## config.mk

```make
export PLATFORM = sky130hd
export DESIGN_NAME = tdc_unit
export DESIGN_NICKNAME = d
export VERILOG_FILES = /design/src/rtl/tdc_pkg.sv /design/src/rtl/tdc_loop_meas.sv /design/src/rtl/tdc_delay_line.sv /design/src/rtl/tdc_bit_check.sv /design/src/rtl/tdc_unit.sv
export SDC_FILE = /design/constraint.sdc
export NUM_CORES = 1
export LEC_CHECK = 0
export ABC_AREA = 1
export BUFFER_PORTS_ARGS = -buffer_cell sky130_fd_sc_hd__buf_2
export CAP_MARGIN = 10
export CORE_ASPECT_RATIO = 1.2
export CORE_MARGIN = 2
export CORE_UTILIZATION = 60
export CTS_CLUSTER_DIAMETER = 40
export DETAILED_ROUTE_END_ITERATION = 16
export PLACE_DENSITY = 0.78
export SLEW_MARGIN = 20
export SYNTH_ARGS = -nofsm -noshare
export SYNTH_HDL_FRONTEND = slang
export SYNTH_SLANG_ARGS = --single-unit
```

## constraint.sdc

```tcl
create_clock -name clk -period 3.1 [get_ports clk]
set_clock_uncertainty 0.2 [all_clocks]
set_input_delay 0.465 -clock clk [delete_from_list [all_inputs] [get_ports clk]]
set_output_delay 0.465 -clock clk [all_outputs]
set_load 0.01 [all_outputs]
```

## src/rtl/tdc_pkg.sv

```systemverilog
package tdc_pkg;

   typedef enum logic [1:0] {
      MS_IDLE  = 2'd0,
      MS_ARMED = 2'd1,
      MS_COUNT = 2'd2
   } meas_st_e;

endpackage

```

## src/rtl/tdc_loop_meas.sv

```systemverilog
module tdc_loop_meas
   import tdc_pkg::*;
#(
   parameter int VAL_W = 6
) (
   input  logic             clk,
   input  logic             rst_n,
   input  logic             arm,
   input  logic             qualify,
   input  logic             tx_bit,
   input  logic             rx_bit,
   input  logic             r0_sp,
   input  logic [VAL_W-1:0] offset,
   output logic [VAL_W-1:0] value
);
   localparam logic [VAL_W-1:0] VAL_MAX = {VAL_W{1'b1}};

   meas_st_e         st_q;
   logic [VAL_W-1:0] cnt_q;
   logic [VAL_W-1:0] value_q;
   logic             tx_prev_q, rx_prev_q;
   logic             tx_fall, rx_fall;
   logic [VAL_W:0]   sum_cnt, sum_zero;
   logic [VAL_W-1:0] clamp_cnt, clamp_zero;

   assign tx_fall = tx_prev_q & ~tx_bit;
   assign rx_fall = rx_prev_q & ~rx_bit;

   assign sum_cnt    = {1'b0, cnt_q} + {1'b0, offset};
   assign sum_zero   = {1'b0, offset};
   assign clamp_cnt  = sum_cnt[VAL_W]  ? VAL_MAX : sum_cnt[VAL_W-1:0];
   assign clamp_zero = sum_zero[VAL_W] ? VAL_MAX : sum_zero[VAL_W-1:0];

   always_ff @(posedge clk or negedge rst_n) begin
      if (!rst_n) begin
         tx_prev_q <= 1'b1;
         rx_prev_q <= 1'b1;
      end else begin
         tx_prev_q <= tx_bit;
         rx_prev_q <= rx_bit;
      end
   end

   always_ff @(posedge clk or negedge rst_n) begin
      if (!rst_n) begin
         st_q    <= MS_IDLE;
         cnt_q   <= '0;
         value_q <= '0;
      end else if (arm) begin
         st_q  <= qualify ? MS_ARMED : MS_IDLE;
         cnt_q <= '0;
      end else begin
         unique case (st_q)
            MS_ARMED: begin
               if (tx_fall && rx_fall) begin
                  value_q <= clamp_zero;
                  st_q    <= MS_IDLE;
               end else if (tx_fall) begin
                  cnt_q <= {{(VAL_W-1){1'b0}}, 1'b1};
                  st_q  <= MS_COUNT;
               end else if (r0_sp) begin
                  st_q <= MS_IDLE;
               end
            end
            MS_COUNT: begin
               if (rx_fall) begin
                  value_q <= clamp_cnt;
                  st_q    <= MS_IDLE;
               end else if (r0_sp) begin
                  value_q <= VAL_MAX;
                  st_q    <= MS_IDLE;
               end else if (cnt_q != VAL_MAX) begin
                  cnt_q <= cnt_q + 1'b1;
               end
            end
            default: st_q <= MS_IDLE;
         endcase
      end
   end

   assign value = value_q;

   p_value_hold_r9: assert property (@(posedge clk) disable iff (!rst_n)
      !$stable(value_q) |-> $past(st_q != MS_IDLE));

   p_timeout_sat_r5: assert property (@(posedge clk) disable iff (!rst_n)
      (st_q == MS_COUNT && !arm && r0_sp && !rx_fall) |=> (value_q == VAL_MAX));

endmodule

```

## src/rtl/tdc_delay_line.sv

```systemverilog
module tdc_delay_line #(
   parameter int VAL_W = 6
) (
   input  logic             clk,
   input  logic             rst_n,
   input  logic             tx_bit,
   input  logic             strobe_in,
   input  logic [VAL_W-1:0] sel,
   output logic             tx_tap,
   output logic             strobe_tap
);
   localparam int DEPTH = 1 << VAL_W;

   logic [DEPTH-1:0] tx_vec;
   logic [DEPTH-1:0] st_vec;

   assign tx_vec[0] = tx_bit;
   assign st_vec[0] = strobe_in;

   for (genvar stage = 1; stage < DEPTH; stage++) begin : g_stage
      always_ff @(posedge clk or negedge rst_n) begin
         if (!rst_n) begin
            tx_vec[stage] <= 1'b1;
            st_vec[stage] <= 1'b0;
         end else begin
            tx_vec[stage] <= tx_vec[stage-1];
            st_vec[stage] <= st_vec[stage-1];
         end
      end
   end

   assign tx_tap     = tx_vec[sel];
   assign strobe_tap = st_vec[sel];

endmodule

```

## src/rtl/tdc_bit_check.sv

```systemverilog
module tdc_bit_check (
   input  logic clk,
   input  logic rst_n,
   input  logic comp_ok,
   input  logic brs_sp,
   input  logic crcdel_sp,
   input  logic bit_start,
   input  logic in_crc_del,
   input  logic rx_bit,
   input  logic tx_tap,
   input  logic strobe_tap,
   output logic strobe_q,
   output logic bit_error
);
   logic win_q;
   logic err_q;

   always_ff @(posedge clk or negedge rst_n) begin
      if (!rst_n) begin
         win_q <= 1'b0;
      end else if (crcdel_sp) begin
         win_q <= 1'b0;
      end else if (brs_sp && comp_ok) begin
         win_q <= 1'b1;
      end
   end

   assign strobe_q = bit_start & win_q & ~in_crc_del;

   always_ff @(posedge clk or negedge rst_n) begin
      if (!rst_n) begin
         err_q <= 1'b0;
      end else begin
         err_q <= strobe_tap & (rx_bit ^ tx_tap);
      end
   end

   assign bit_error = err_q;

   p_win_close_r6: assert property (@(posedge clk) disable iff (!rst_n)
      crcdel_sp |=> !win_q);

   p_win_open_r6: assert property (@(posedge clk) disable iff (!rst_n)
      $rose(win_q) |-> $past(brs_sp && comp_ok));

endmodule

```

## src/rtl/tdc_unit.sv

```systemverilog
module tdc_unit #(
   parameter int VAL_W = 6
) (
   input  logic             clk,
   input  logic             rst_n,
   input  logic             tx_bit,
   input  logic             rx_bit,
   input  logic             edl_arm,
   input  logic             r0_sp,
   input  logic             brs_sp,
   input  logic             crcdel_sp,
   input  logic             bit_start,
   input  logic             in_crc_del,
   input  logic             fd_frame,
   input  logic             brs_frame,
   input  logic             tdc_en,
   input  logic [VAL_W-1:0] tdc_offset,
   output logic [VAL_W-1:0] tdc_value,
   output logic             bit_error
);
   if (VAL_W < 2 || VAL_W > 8) begin : g_bad_width
      $error("tdc_unit: VAL_W must lie between 2 and 8");
   end

   logic             comp_ok;
   logic             strobe_q, strobe_tap, tx_tap;
   logic [VAL_W-1:0] value;

   assign comp_ok = tdc_en & fd_frame & brs_frame;

   tdc_loop_meas #(.VAL_W(VAL_W)) u_meas (
      .clk     (clk),
      .rst_n   (rst_n),
      .arm     (edl_arm),
      .qualify (comp_ok),
      .tx_bit  (tx_bit),
      .rx_bit  (rx_bit),
      .r0_sp   (r0_sp),
      .offset  (tdc_offset),
      .value   (value)
   );

   tdc_delay_line #(.VAL_W(VAL_W)) u_dline (
      .clk        (clk),
      .rst_n      (rst_n),
      .tx_bit     (tx_bit),
      .strobe_in  (strobe_q),
      .sel        (value),
      .tx_tap     (tx_tap),
      .strobe_tap (strobe_tap)
   );

   tdc_bit_check u_check (
      .clk        (clk),
      .rst_n      (rst_n),
      .comp_ok    (comp_ok),
      .brs_sp     (brs_sp),
      .crcdel_sp  (crcdel_sp),
      .bit_start  (bit_start),
      .in_crc_del (in_crc_del),
      .rx_bit     (rx_bit),
      .tx_tap     (tx_tap),
      .strobe_tap (strobe_tap),
      .strobe_q   (strobe_q),
      .bit_error  (bit_error)
   );

   assign tdc_value = value;

   p_err_needs_ssp_r7: assert property (@(posedge clk) disable iff (!rst_n)
      bit_error |-> $past(strobe_tap));

   p_no_ssp_in_delim_r8: assert property (@(posedge clk) disable iff (!rst_n)
      in_crc_del |-> !strobe_q);

endmodule

```

## Word level (Yosys, flattened, before mapping)

Cells that the tools add are included.

- Mux-type cells: 25
- $lt $le $gt $ge: 1
- Eq/ne operators: 10
- Bitwise operators: 12
- Reduce and logical (&&, ||, !) cells: 7
- Add/subtract/negate cells: 2

Operators by type and width:

| kind | count |
|---|---|
| two-way mux 6 bit | 10 |
| one-hot mux 6 bit (2 select lines) | 2 |
| binary-select mux 1 bit (select 6 bit) | 2 |
| two-way mux 2 bit | 5 |
| != test 3 x 2 -> 1 bit, second input constant | 3 |
| != test 3 bit, second input constant | 3 |
| adder 6 x 6 -> 7 bit | 1 |
| AND 1 bit | 7 |
| less-than comparator 6 x 7 -> 1 bit, second input constant | 1 |
| adder 6 x 1 -> 6 bit, second input constant | 1 |
| != test 6 bit, second input constant | 1 |
| AND reduction 6 bit | 1 |
| two-way mux 1 bit | 5 |
| inverter 1 bit | 4 |
| one-hot mux 2 bit (2 select lines) | 1 |
| AND reduction 4 bit | 1 |
| nonzero test 2 bit | 2 |
| nonzero test 3 bit | 1 |
| equality test 2 x 1 -> 1 bit, second input constant | 1 |
| equality test 2 bit, second input constant | 1 |
| logical AND 1 bit | 2 |
| != test 2 x 1 -> 1 bit, second input constant | 1 |
| bitwise XOR 1 bit | 1 |

- Register bits after elaboration: 143
- Output and inout port bits: 7
- Word-level logic and storage cells: 189
- Input bits: 19

## Longest topological paths before layout

Gate-level depths: netlist (run 1).

- Word-level depth: 6
- Gate-level depth with buffers: 12
- Gate-level depth less buffers: 12

## Cells and area by module

Synthesis (run 1) repeated with hierarchy kept, for this count alone.

- Cells, all modules: 603
- Area total of the unflattened synthesis: 5839.4 sq um

Modules (own cells, without submodules):

| module | area each (sq um) | times used | cells an instance | sequential area each (sq um) |
|---|---|---|---|---|
| tdc_delay_line | 4569.4 | 1 | 426 | 3231.8 |
| tdc_loop_meas | 1167.4 | 1 | 163 | 402.9 |
| tdc_bit_check | 88.8 | 1 | 11 | 50.0 |
| tdc_unit | 13.8 | 1 | 3 | 0.0 |

## Least setup slack after synthesis (run 1)

OpenSTA, ideal clock, no wires.

- Kind: input to register
- From: input tdc_offset[0]
- To: register u_meas.value_q[2], in the netlist u_meas.value[2]
- Library setup time: 0.130 ns
- Arrival time: 1.944 ns
- Buffers on the path: 0
- Data required time: 2.770 ns
- Path slack: 0.826 ns
- Cell stages on the path: 10
- Cell sequence: ha_1 fa_1 nand3_1 nand2_1 a21oi_1 nor2_1 nor4_1 nand2_1 nand2_1 o21ai_0

- Cells in the longest elaborated chain, start to end: 4

RTL lines:

| element | line | RTL |
|---|---|---|
| from (decl) | tdc_unit.sv:17 | `input logic [VAL_W-1:0] tdc_offset,` |
| adder 6 x 6 -> 7 bit | tdc_loop_meas.sv:29 | `assign sum_cnt = {1'b0, cnt_q} + {1'b0, offset};` |
| two-way mux 6 bit | tdc_loop_meas.sv:31 | `assign clamp_cnt = sum_cnt[VAL_W] ? VAL_MAX : sum_cnt[VAL_W-1:0];` |
| two-way mux 6 bit | tdc_loop_meas.sv:66 | `if (rx_fall) begin` |
| one-hot mux 6 bit (2 select lines) | tdc_loop_meas.sv:53 | `unique case (st_q)` |
| to (signal assigned) | tdc_loop_meas.sv:56 | `value_q <= clamp_zero;` |
| to (signal assigned) | tdc_loop_meas.sv:67 | `value_q <= clamp_cnt;` |
| to (decl) | tdc_loop_meas.sv:20 | `logic [VAL_W-1:0] value_q;` |

Every way passes these cells.
A chain may end at the register's enable or synchronous reset.

## Worst setup path after layout (run 1)

- From: register u_meas.cnt_q[0]
- To: register u_meas.value_q[3], in the netlist u_meas.value[3]

- Cells in the longest elaborated chain, start to end: 4

RTL lines:

| element | line | RTL |
|---|---|---|
| from (decl) | tdc_loop_meas.sv:19 | `logic [VAL_W-1:0] cnt_q;` |
| from (signal assigned) | tdc_loop_meas.sv:59 | `cnt_q <= {{(VAL_W-1){1'b0}}, 1'b1};` |
| from (signal assigned) | tdc_loop_meas.sv:73 | `cnt_q <= cnt_q + 1'b1;` |
| adder 6 x 6 -> 7 bit | tdc_loop_meas.sv:29 |  |
| two-way mux 6 bit | tdc_loop_meas.sv:31 |  |
| two-way mux 6 bit | tdc_loop_meas.sv:66 |  |
| one-hot mux 6 bit (2 select lines) | tdc_loop_meas.sv:53 |  |

Every way passes these cells.

==> qor.yml, run 1 <==
crit_fanout: 3
yosysUniqueCellTypes: 29
top_usage_layer: "met2"
rsz0062_at_grt: "false"
postCtsSetupBuffers: 0
worstMarginPinSlew_ps: 723
drt_iter0_drc: 368
setup_viol: 0
fin_tns_setup_ps: 0
leakage_nw: 3.06
cts-buffers-inserted: 17
cts_root_buf: "clkbuf_8"
wl_per_cell_um: 16.2
area_delta_synth_final_pct: 15.8
cp_data_required_time_ps: 3300
ir_drop_v: 0.000428
pin_count: 26
dr.pass1.iters: 5
critPathSlowestCell: "fa_1"
clk_latency_ps: 530
core_um2: 9130
met2_usage_pct: 40.7
max_stage_delay_ps: 440
synth_ff_type: "dfrtp_1"
portBuffers: 25
placed_cell_area_um2: 5910
start_util_pct: 62.1
vias: 4157
hold_viol_final: 0
yosysWarnings: 0
tritoncts: "built"
crit_type: "reg -> reg"
max_freq_mhz: 384
final_cell_area_um2: 6570
synth_cells: 571
fin_nets: 633
final.min_clock_period_ps: 2610
drcViolationCount: 0
htree_levels: 4
die_area_um2: 10200
gr-usage-met1_pct: 34.2
clock-sinks: 143
path_common_cell: "nand2_1"
cp.arrival_ps: 2800
viasPerCell: 5.64
synth-seq-area-share_pct: 64.5
crit_chain: "ha_1 > fa_1 > nand3_1 > nand2_1 > a21oi_1 > nor2_1 > nor4_1 > nand2_1 > nand2_1 > o21ai_0"
final_common_cell: "nand2_1"
grt_pass1_wl_um: 20500
drv_cap: 0
fin_crit_sh_pct: 84.0
core.rowCount: 38
cts_buffer_depth: 2
critPathLaunchType: "flip-flop"
synth-async-reset-ratio_pct: 100
die_h_um: 110
gp_congestion: 0.949
grt_pass1_vias: 4140
grt_overflow: 0
pwr_density_cell_nw_per_um2: 743
mostFrequentLayoutCells: "nand2_1, nand3_1, dfrtp_1"
ys_ff_latch: 143
insertedDiodeCount: 0
dp_cells: 699
syn_nets: 600
antenna_found_initial: 0
path_buf_inv: 0
synth_area_um2: 5670
hold_class: "in -> reg"
synth-edff-count: 0
status: "completed"
drive_above_1_share_pct: 20.7
ant_nets: 0
die_w_um: 92.7
cts_resized: 0
r2r_setup_slack_ps: 490
path_clk_slew_ps: 60
synth.avg_cell_area_um2: 9.93
drt_wl_total_um: 12000
crit_family: "simple AND/OR/NAND/NOR gates"
fin_cells: 737
slew_viol_final: 0
grt.total_usage_pct: 25.7
end_kind: "flip-flop"
slew_headroom_pct: 51.8
dpl.hpwl_um: 7130
grt_use_met3_pct: 6.82
grt_max_degree: 72
[tightest hold or removal path, stage by stage]
cell and delay (ps):
buf_2 80, nor2_1 40, nand2_1 70, inv_1 50
[synth_stat cells (4+ instances only)]
| master | instances | area share [%] |
|---|---|---|
| dfrtp_1 | 79 | 35 |
| o211ai_1 | 5 | 0.66 |
| inv_1 | 26 | 1.7 |
| nor2_1 | 44 | 2.9 |
| o21ai_0 | 26 | 2.3 |
| nand2_1 | 154 | 10 |
| buf_2 | 15 | 1.3 |
| nand4_1 | 4 | 0.44 |
| dfstp_2 | 64 | 30 |
| a21oi_1 | 11 | 0.97 |
| ha_1 | 9 | 2.0 |
| nand3_1 | 104 | 9.2 |
[state kept, by name, indices dropped and copies added (netlist names)]
register           flops
u_dline.tx_vec        63
u_meas.value           6
u_meas.st_q            2
u_check.win_q          1
u_check.bit_error      1
u_meas.cnt_q           6
u_dline.st_vec        63
u_meas.rx_prev_q       1
[per-layer routing]
layer | part of all wire (%) | up-vias
met2 | 50 | 121
met3 | 4.9 | 35
met5 | 0 | -
li1 | - | 1927
met4 | 2.7 | 0
met1 | 43 | 2074
[metrics by stage]
step | setup WS [ps] | hold slack [ps] | power [W] | utilization, %
finish | 495 | 9.38 | 0.00487 | 71.9
global route | 251 | 25.7 | 0.00509 | 71.9
CTS | 489 | 5.59 | 0.00490 | 71.9
detailed placement | 424 | 156 | 0.00281 | 64.7
global placement | 603 | 155 | 0.00280 | 64.7
floorplan | 826 | -30.6 | 0.00257 | -
[repair_timing]
action                                 in CTS  in global routing
endpoints found under the hold margin      48                  0
hold buffers                                6                  0
setup endpoints to repair                   0                  0
[final timing paths]
check	endpoint	startpoint	cells after the start
worst max-delay path	u_meas.value[3]	u_meas.cnt_q[0]	10
worst min-delay path	u_dline.st_vec[1]	in_crc_del	4
worst max register to register	u_meas.value[3]	u_meas.cnt_q[0]	10
worst min register to register	u_dline.tx_vec[43]	u_dline.tx_vec[42]	0
max in group asynchronous	u_dline.st_vec[41]	rst_n	3
min in group asynchronous	u_dline.st_vec[48]	rst_n	2
[kinds of logic after synthesis]
logic type,share of synthesized area (%)
AND/OR/NAND/NOR,23.4
flip-flops,64.5
buffers and inverters,4.30
AO/OA/AOI/OAI,4.70
adder cells (fa/ha/maj),2.34
XOR/XNOR,0.773
[power breakdown]
part	internal (W)	total [W]	switching, W
combinational	0.000247	0.000765	0.000518
sequential	0.00197	0.00204	0.0000739
clock	0.00135	0.00207	0.000724
[area by class of cell]
type,instances,area [um2]
timing repair buffer,39,277
fill,636,2560
inverter,30,113
clock buffer,25,464
sequential,143,3660
clock inverter,7,135
tap,120,150
multi-input combinational,373,1770
Power figures use the tool's default switching activity.
==> run 2: changes to the inputs <==
--- a/config.mk
+++ b/config.mk
@@ -5,15 +5,15 @@
 export SDC_FILE = /design/constraint.sdc
 export NUM_CORES = 1
 export LEC_CHECK = 0
-export ABC_AREA = 1
+export ABC_AREA = 0
 export BUFFER_PORTS_ARGS = -buffer_cell sky130_fd_sc_hd__buf_2
 export CAP_MARGIN = 10
 export CORE_ASPECT_RATIO = 1.2
 export CORE_MARGIN = 2
-export CORE_UTILIZATION = 60
+export CORE_UTILIZATION = 54
 export CTS_CLUSTER_DIAMETER = 40
 export DETAILED_ROUTE_END_ITERATION = 16
-export PLACE_DENSITY = 0.78
+export PLACE_DENSITY = 0.74
 export SLEW_MARGIN = 20
 export SYNTH_ARGS = -nofsm -noshare
 export SYNTH_HDL_FRONTEND = slang
==> constraint.sdc (replaced) <==
create_clock -name clk -period 2.35 [get_ports clk]
set_clock_uncertainty 0.2 [all_clocks]
set_input_delay 0.3525 -clock clk [delete_from_list [all_inputs] [get_ports clk]]
set_output_delay 0.3525 -clock clk [all_outputs]
set_load 0.01 [all_outputs]
==> run 2 against run 1 <==
Effect of this change:
- the run now ends with negative setup slack left
- global-route usage fell by 4.3 points
- first-iteration DRC count decreased by 26%
- non-clock buffer count is 11 higher
- synthesized area fell by 3.7%
- utilization is 5.2 points lower
- via count fell by 25%
- critical endpoint is now u_check.bit_error
==> qor.yml, run 2 <==
rr_endpoint: "u_check.bit_error"
die_h_um: 114
cts-buffers-inserted: 17
yosysMostFrequentCell: "dfrtp_1"
slew_viol_final: 0
placed_cell_area_um2: 5820
min_to: "u_dline.st_vec[1]"
synth_area_um2: 5460
crit_type: "reg -> reg"
wl_per_cell_um: 19.3
max_freq_mhz: 423
setup_viol: 1
clk_latency_ps: 420
yosysWarnings: 0
core.rowCount: 40
dr.pass1.iters: 4
failed_checks: "negative setup slack"
fin_cells: 541
portBuffers: 25
tritoncts: "built"
reg2reg_from: "u_meas.value[0]"
ant_nets: 0
ir_drop_v: 0.000632
final_cell_area_um2: 6610
leakage_nw: 2.95
grt.total_usage_pct: 21.5
die_area_um2: 10900
cp_data_required_time_ps: 2450
synth.avg_cell_area_um2: 15.7
drt_wl_total_um: 10400
status: "complete, but fails checks"
clock-sinks: 143
hold_depth: 2
final.min_clock_period_ps: 2360
htree_levels: 4
drcViolationCount: 0
dp_cells: 500
yosysUniqueCellTypes: 48
core_um2: 9910
grt_overflow: 0
worstMarginPinSlew_ps: 516
ys_ff_latch: 143
synth-edff-count: 0
drt_iter0_drc: 274
grt_max_degree: 59
ys_top_cells_by_area: "dfrtp_1, dfstp_2, mux4_2"
start_util_pct: 55.1
antenna_found_initial: 0
viasPerCell: 5.74
critPathLaunchType: "flip-flop"
cp.arrival_ps: 2460
r2r_setup_slack_ps: -10
fin_nets: 431
die_w_um: 95.8
synth-async-reset-ratio_pct: 100
synth_area_leader_cell: "dfrtp_1"
drive_above_1_share_pct: 42.4
syn_nets: 377
holdWs_ps: 60.6
insertedDiodeCount: 0
gp_congestion: 0.783
vias: 3108
synth_cells: 348
worst_slack_ps: -12.1
hold_viol_final: 0
dpl.hpwl_um: 6470
regArea_um2: 3660
synth_ff_type: "dfrtp_1"
mostFrequentLayoutCells: "dfrtp_1, dfstp_2, buf_2"
synth.top_cell.area_share_pct: 36.2
pin_count: 26
area_delta_synth_final_pct: 21.0
end_kind: "flip-flop"
grt_pass1_vias: 3497
synth_common_cells: "dfrtp_1, dfstp_2, mux4_2"
path_clk_slew_ps: 60
drv_cap: 0
fin_crit_sh_pct: 101
final_common_cell: "dfrtp_1"
r2r_cells: 7
pwr_density_cell_nw_per_um2: 972
rsz0062_at_grt: "true"
multi_input_area_um2: 1700
cts_root_buf: "clkbuf_16"
crit_fanout: 7
grt_pass1_wl_um: 17300
min_from: "bit_start"
synth-seq-area-share_pct: 67.0
total_power_w: 0.00642
cts_buffer_depth: 2
slew_headroom_pct: 65.6
largestRegisters: "u_dline.st_vec (63), u_dline.tx_vec (63)"
hold_class: "in -> reg"
n_fill_cell: 641
-- run 2: changes by cell type after synthesis, sizes merged, moves of 5 or more --
cell / change
nand2: -138
mux4: +25
nand2b: +6
o21ai: -12
nand3: -96
inv: -19
mux2i: +21
o22ai: +5
buf: -10
nor2: -32
o211ai: -5
-- run 2: kinds of logic after synthesis --
family          count (synthesis)  synth area share, %
mux                            50                 15.2
flops                         143                 67.0
fa+ha+maj                      10                 2.43
buf+inv                        24                 2.20
xor+xnor                        4                0.642
simple gates                   62                 5.75
compound gates                 55                 6.76
-- run 2: final cells by class --
class                      instances  area share (%)
clock buffer                      22            7.18
clock inverter                    10            2.78
inverter                           9           0.511
multi-input combinational        181            25.8
sequential                       143            55.4
tap                              126            2.39
timing repair buffer              50            5.95
-- run 2: worst max-delay path, cell delays in order (launching register included) --
cell      delay, ps
dfrtp_2         510
buf_12          170
mux4_2          510
mux2i_2         190
nand3_1         130
and4_1          250
a221oi_2        220
a21oi_1          60
-- run 2: timing repair --
item | in CTS | in global routing
setup buffers | 0 | 2
hold endpoints to repair | 7 | 0
hold buffers | 6 | 0
gates resized for setup | 0 | 8
endpoints found under the setup margin | 0 | 9
-- run 2: metrics by stage --
| stage | worst slack [ps] | utilization, % | setup TNS, ps |
|---|---|---|---|
| after floorplan | 93.3 | - | 0 |
| after global placement | 75.9 | 58.7 | 0 |
| after detailed placement | 28.3 | 58.7 | 0 |
| after CTS | 47.2 | 66.0 | 0 |
| after global routing | -132 | 66.7 | -132 |
| final | -12.1 | 66.7 | -12.1 |
-- run 2: worst max-delay path by stage --
stage                               start                 to  slack, ps  cells past startpoint
after global routing      u_meas.value[0]  u_check.bit_error       -130                      7
after detailed placement    tdc_offset[0]    u_meas.value[4]         30                      9
after floorplan           u_meas.value[0]  u_check.bit_error         90                      7
final                     u_meas.value[0]  u_check.bit_error        -10                      7
after CTS                 u_meas.value[0]  u_check.bit_error         50                      7
after global placement    u_meas.value[0]  u_check.bit_error         80                      7
-- run 2: routing by layer --
layer / up-vias / track usage (%) / part of all wire [%] / wire length [um]
met1: 1635 / 27.6 / 42 / 4390
li1: 1387 / - / - / -
met2: 71 / 34.7 / 52 / 5470
met4: 0 / 11.0 / 2.6 / 266
met5: - / 0 / 0 / 0
met3: 15 / 4.34 / 3.0 / 308
-- run 2: where the power goes --
part | switching, W | internal, W
Combinational | 0.000409 | 0.000380
Sequential | 0.0000890 | 0.00258
Clock | 0.000998 | 0.00197
==> run 3: changes to the inputs <==
--- a/config.mk
+++ b/config.mk
@@ -13,7 +13,7 @@
 export CORE_UTILIZATION = 54
 export CTS_CLUSTER_DIAMETER = 40
 export DETAILED_ROUTE_END_ITERATION = 16
-export PLACE_DENSITY = 0.74
+export PLACE_DENSITY = 0.72
 export SLEW_MARGIN = 20
 export SYNTH_ARGS = -nofsm -noshare
 export SYNTH_HDL_FRONTEND = slang
==> run 3 against run 2 <==
Effect of this change:
- the run still ends with negative setup slack left
- via count is 0.45% higher
- register-to-register slack hardly changed
- first-iteration DRC count is 53% lower
- cell area is 0.68% higher
- power is 1.2% lower
- sequential share of layout area is 0.36 points lower
- critical endpoint unchanged
- global-route usage is 0.40 points higher
- clock power is 3% lower
==> qor.yml, run 3 (synthesis results as in run 2) <==
status: "complete, but fails checks"
failed_checks: "negative setup slack"
hold_viol_final: 0
core.rowCount: 40
grt_max_degree: 54
htree_levels: 4
area_delta_synth_final_pct: 21.8
p_comb_share_pct: 12.9
grt_pass1_wl_um: 17400
viasPerCell: 5.72
fin_crit_sh_pct: 101
reg2reg_from: "u_meas.value[0]"
path_common_cell: "a221oi_2"
hold_class: "in -> reg"
die_area_um2: 10900
setup_viol: 1
r2r_setup_slack_ps: -20
vias: 3122
grt_overflow: 0
die_w_um: 95.8
ir_drop_v: 0.000652
drt_iter0_drc: 130
worst_slack_ps: -20.2
ant_nets: 0
dr.pass1.iters: 4
largestRegisters: "u_dline.st_vec (63), u_dline.tx_vec (63)"
crit_fanout: 5
holdWs_ps: 40.9
n_fill_cell: 647
crit_type: "reg -> reg"
fin_tns_setup_ps: -20.2
path_buf_inv: 1
rr_endpoint: "u_check.bit_error"
cp-startpoint: "u_meas.value[0]"
swShare_pct: 23.7
pwr_density_cell_nw_per_um2: 954
pin_count: 26
intPower_w: 0.00484
cp.arrival_ps: 2460
grt.total_usage_pct: 21.9
drt_wl_total_um: 10600
die_h_um: 114
slew_headroom_pct: 68.2
tritoncts: "built"
start_util_pct: 55.1
max_stage_delay_ps: 480
final_core_utilization_pct: 67.1
grt_pass1_vias: 3369
final_common_cell: "dfrtp_1"
slew_viol_final: 0
cts_buffer_depth: 2
mostFrequentLayoutCells: "dfrtp_1, dfstp_2, buf_2"
drive_above_1_share_pct: 43.3
cts-buffers-inserted: 17
critPathLaunchType: "flip-flop"
gp_congestion: 0.773
max_freq_mhz: 422
clk_latency_ps: 420
drcViolationCount: 0
cp_data_required_time_ps: 2440
p_sw_w: 0.00150
crit_end: "u_check.bit_error"
drv_cap: 0
cp.depth: 7
crit_chain: "buf_4 > mux4_2 > mux2_4 > a221oi_2 > a211oi_2 > a221oi_2 > a21oi_1"
seq_power_share_pct: 41.9
antenna_found_initial: 0
final.min_clock_period_ps: 2370
path_clk_slew_ps: 60
wl_per_cell_um: 19.4
dpl.hpwl_um: 6520
worstMarginPinSlew_ps: 477
crit_family: "multiplexers"
core_um2: 9910
end_kind: "flip-flop"
fin_cells: 546
leakage_nw: 2.99
rsz0062_at_grt: "true"
clock-sinks: 143
p_clk_share_pct: 45.2
portBuffers: 25
critPathSlowestCell: "mux4_2"
insertedDiodeCount: 0
r2r_cells: 7
cts_root_buf: "clkbuf_16"
total_power_w: 0.00634
dp_cells: 502
fin_nets: 436
-- run 3: cell types whose count changed in the layout (fill, tap and decap cells not counted), moves of 2 or more --
cell and change:
buf_4 +5, clkinvlp_4 -2, buf_12 +2, bufinv_16 -4
clkbuf_16 +4
-- run 3: worst min path at each step --
stage / start / end / depth (start not counted)
after detailed placement: rst_n / u_dline.st_vec[6] / 1
after floorplan: rst_n / u_check.bit_error / 0
after CTS: in_crc_del / u_dline.st_vec[1] / 2
after global placement: rst_n / u_dline.st_vec[6] / 1
final: bit_start / u_dline.st_vec[1] / 2
after global routing: in_crc_del / u_dline.st_vec[1] / 2
-- run 3: repair_timing --
item | in CTS | in global routing
resized for setup | 0 | 9
endpoints found under the hold margin | 24 | 0
setup endpoints to repair | 0 | 9
buffers inserted | 0 | 6
hold buffers | 6 | 0
-- run 3: per-stage QoR --
stage	setup WS, ps	area (um2)
2_1_floorplan	93.3	5460
3_3_place_gp	97.3	5860
3_5_place_dp	45.4	5860
4_1_cts	5.89	6580
5_1_grt	-124	6650
6_report	-20.2	6650
-- run 3: area by class of cell --
cell class                 count  area, um2  share of cell area (%)
tap                          126        158                    2.37
clock inverter                 5       57.6                   0.865
sequential                   143       3660                    55.0
clock buffer                  27        599                    9.01
timing repair buffer          55        434                    6.53
multi-input combinational    181       1710                    25.7
inverter                       9       33.8                   0.508
-- run 3: power groups by stage --
| stage | clock, W | combinational [W] | sequential (W) |
|---|---|---|---|
| 4_1_cts | 0.00292 | 0.000777 | 0.00266 |
| 3_3_place_gp | 0 | 0.000750 | 0.00269 |
| 3_5_place_dp | 0 | 0.000757 | 0.00270 |
| 2_1_floorplan | 0 | 0.000514 | 0.00267 |
| 5_1_grt | 0.00302 | 0.000887 | 0.00267 |
| 6_report | 0.00286 | 0.000819 | 0.00266 |
-- run 3: routing by layer --
layer  track usage [%]  wire length, um  vias to the layer above
met5                 0                0                        -
met4              10.9              296                        0
met3              6.12              367                       29
met2              34.5             5480                       81
met1              27.9             4430                     1617
li1                  -                -                     1395
-- run 3: worst reg2reg max path, stage by stage (launching register included) --
cell	delay, ps
dfrtp_2	430
buf_4	140
mux4_2	480
mux2_4	280
a221oi_2	310
a211oi_2	100
a221oi_2	240
a21oi_1	70
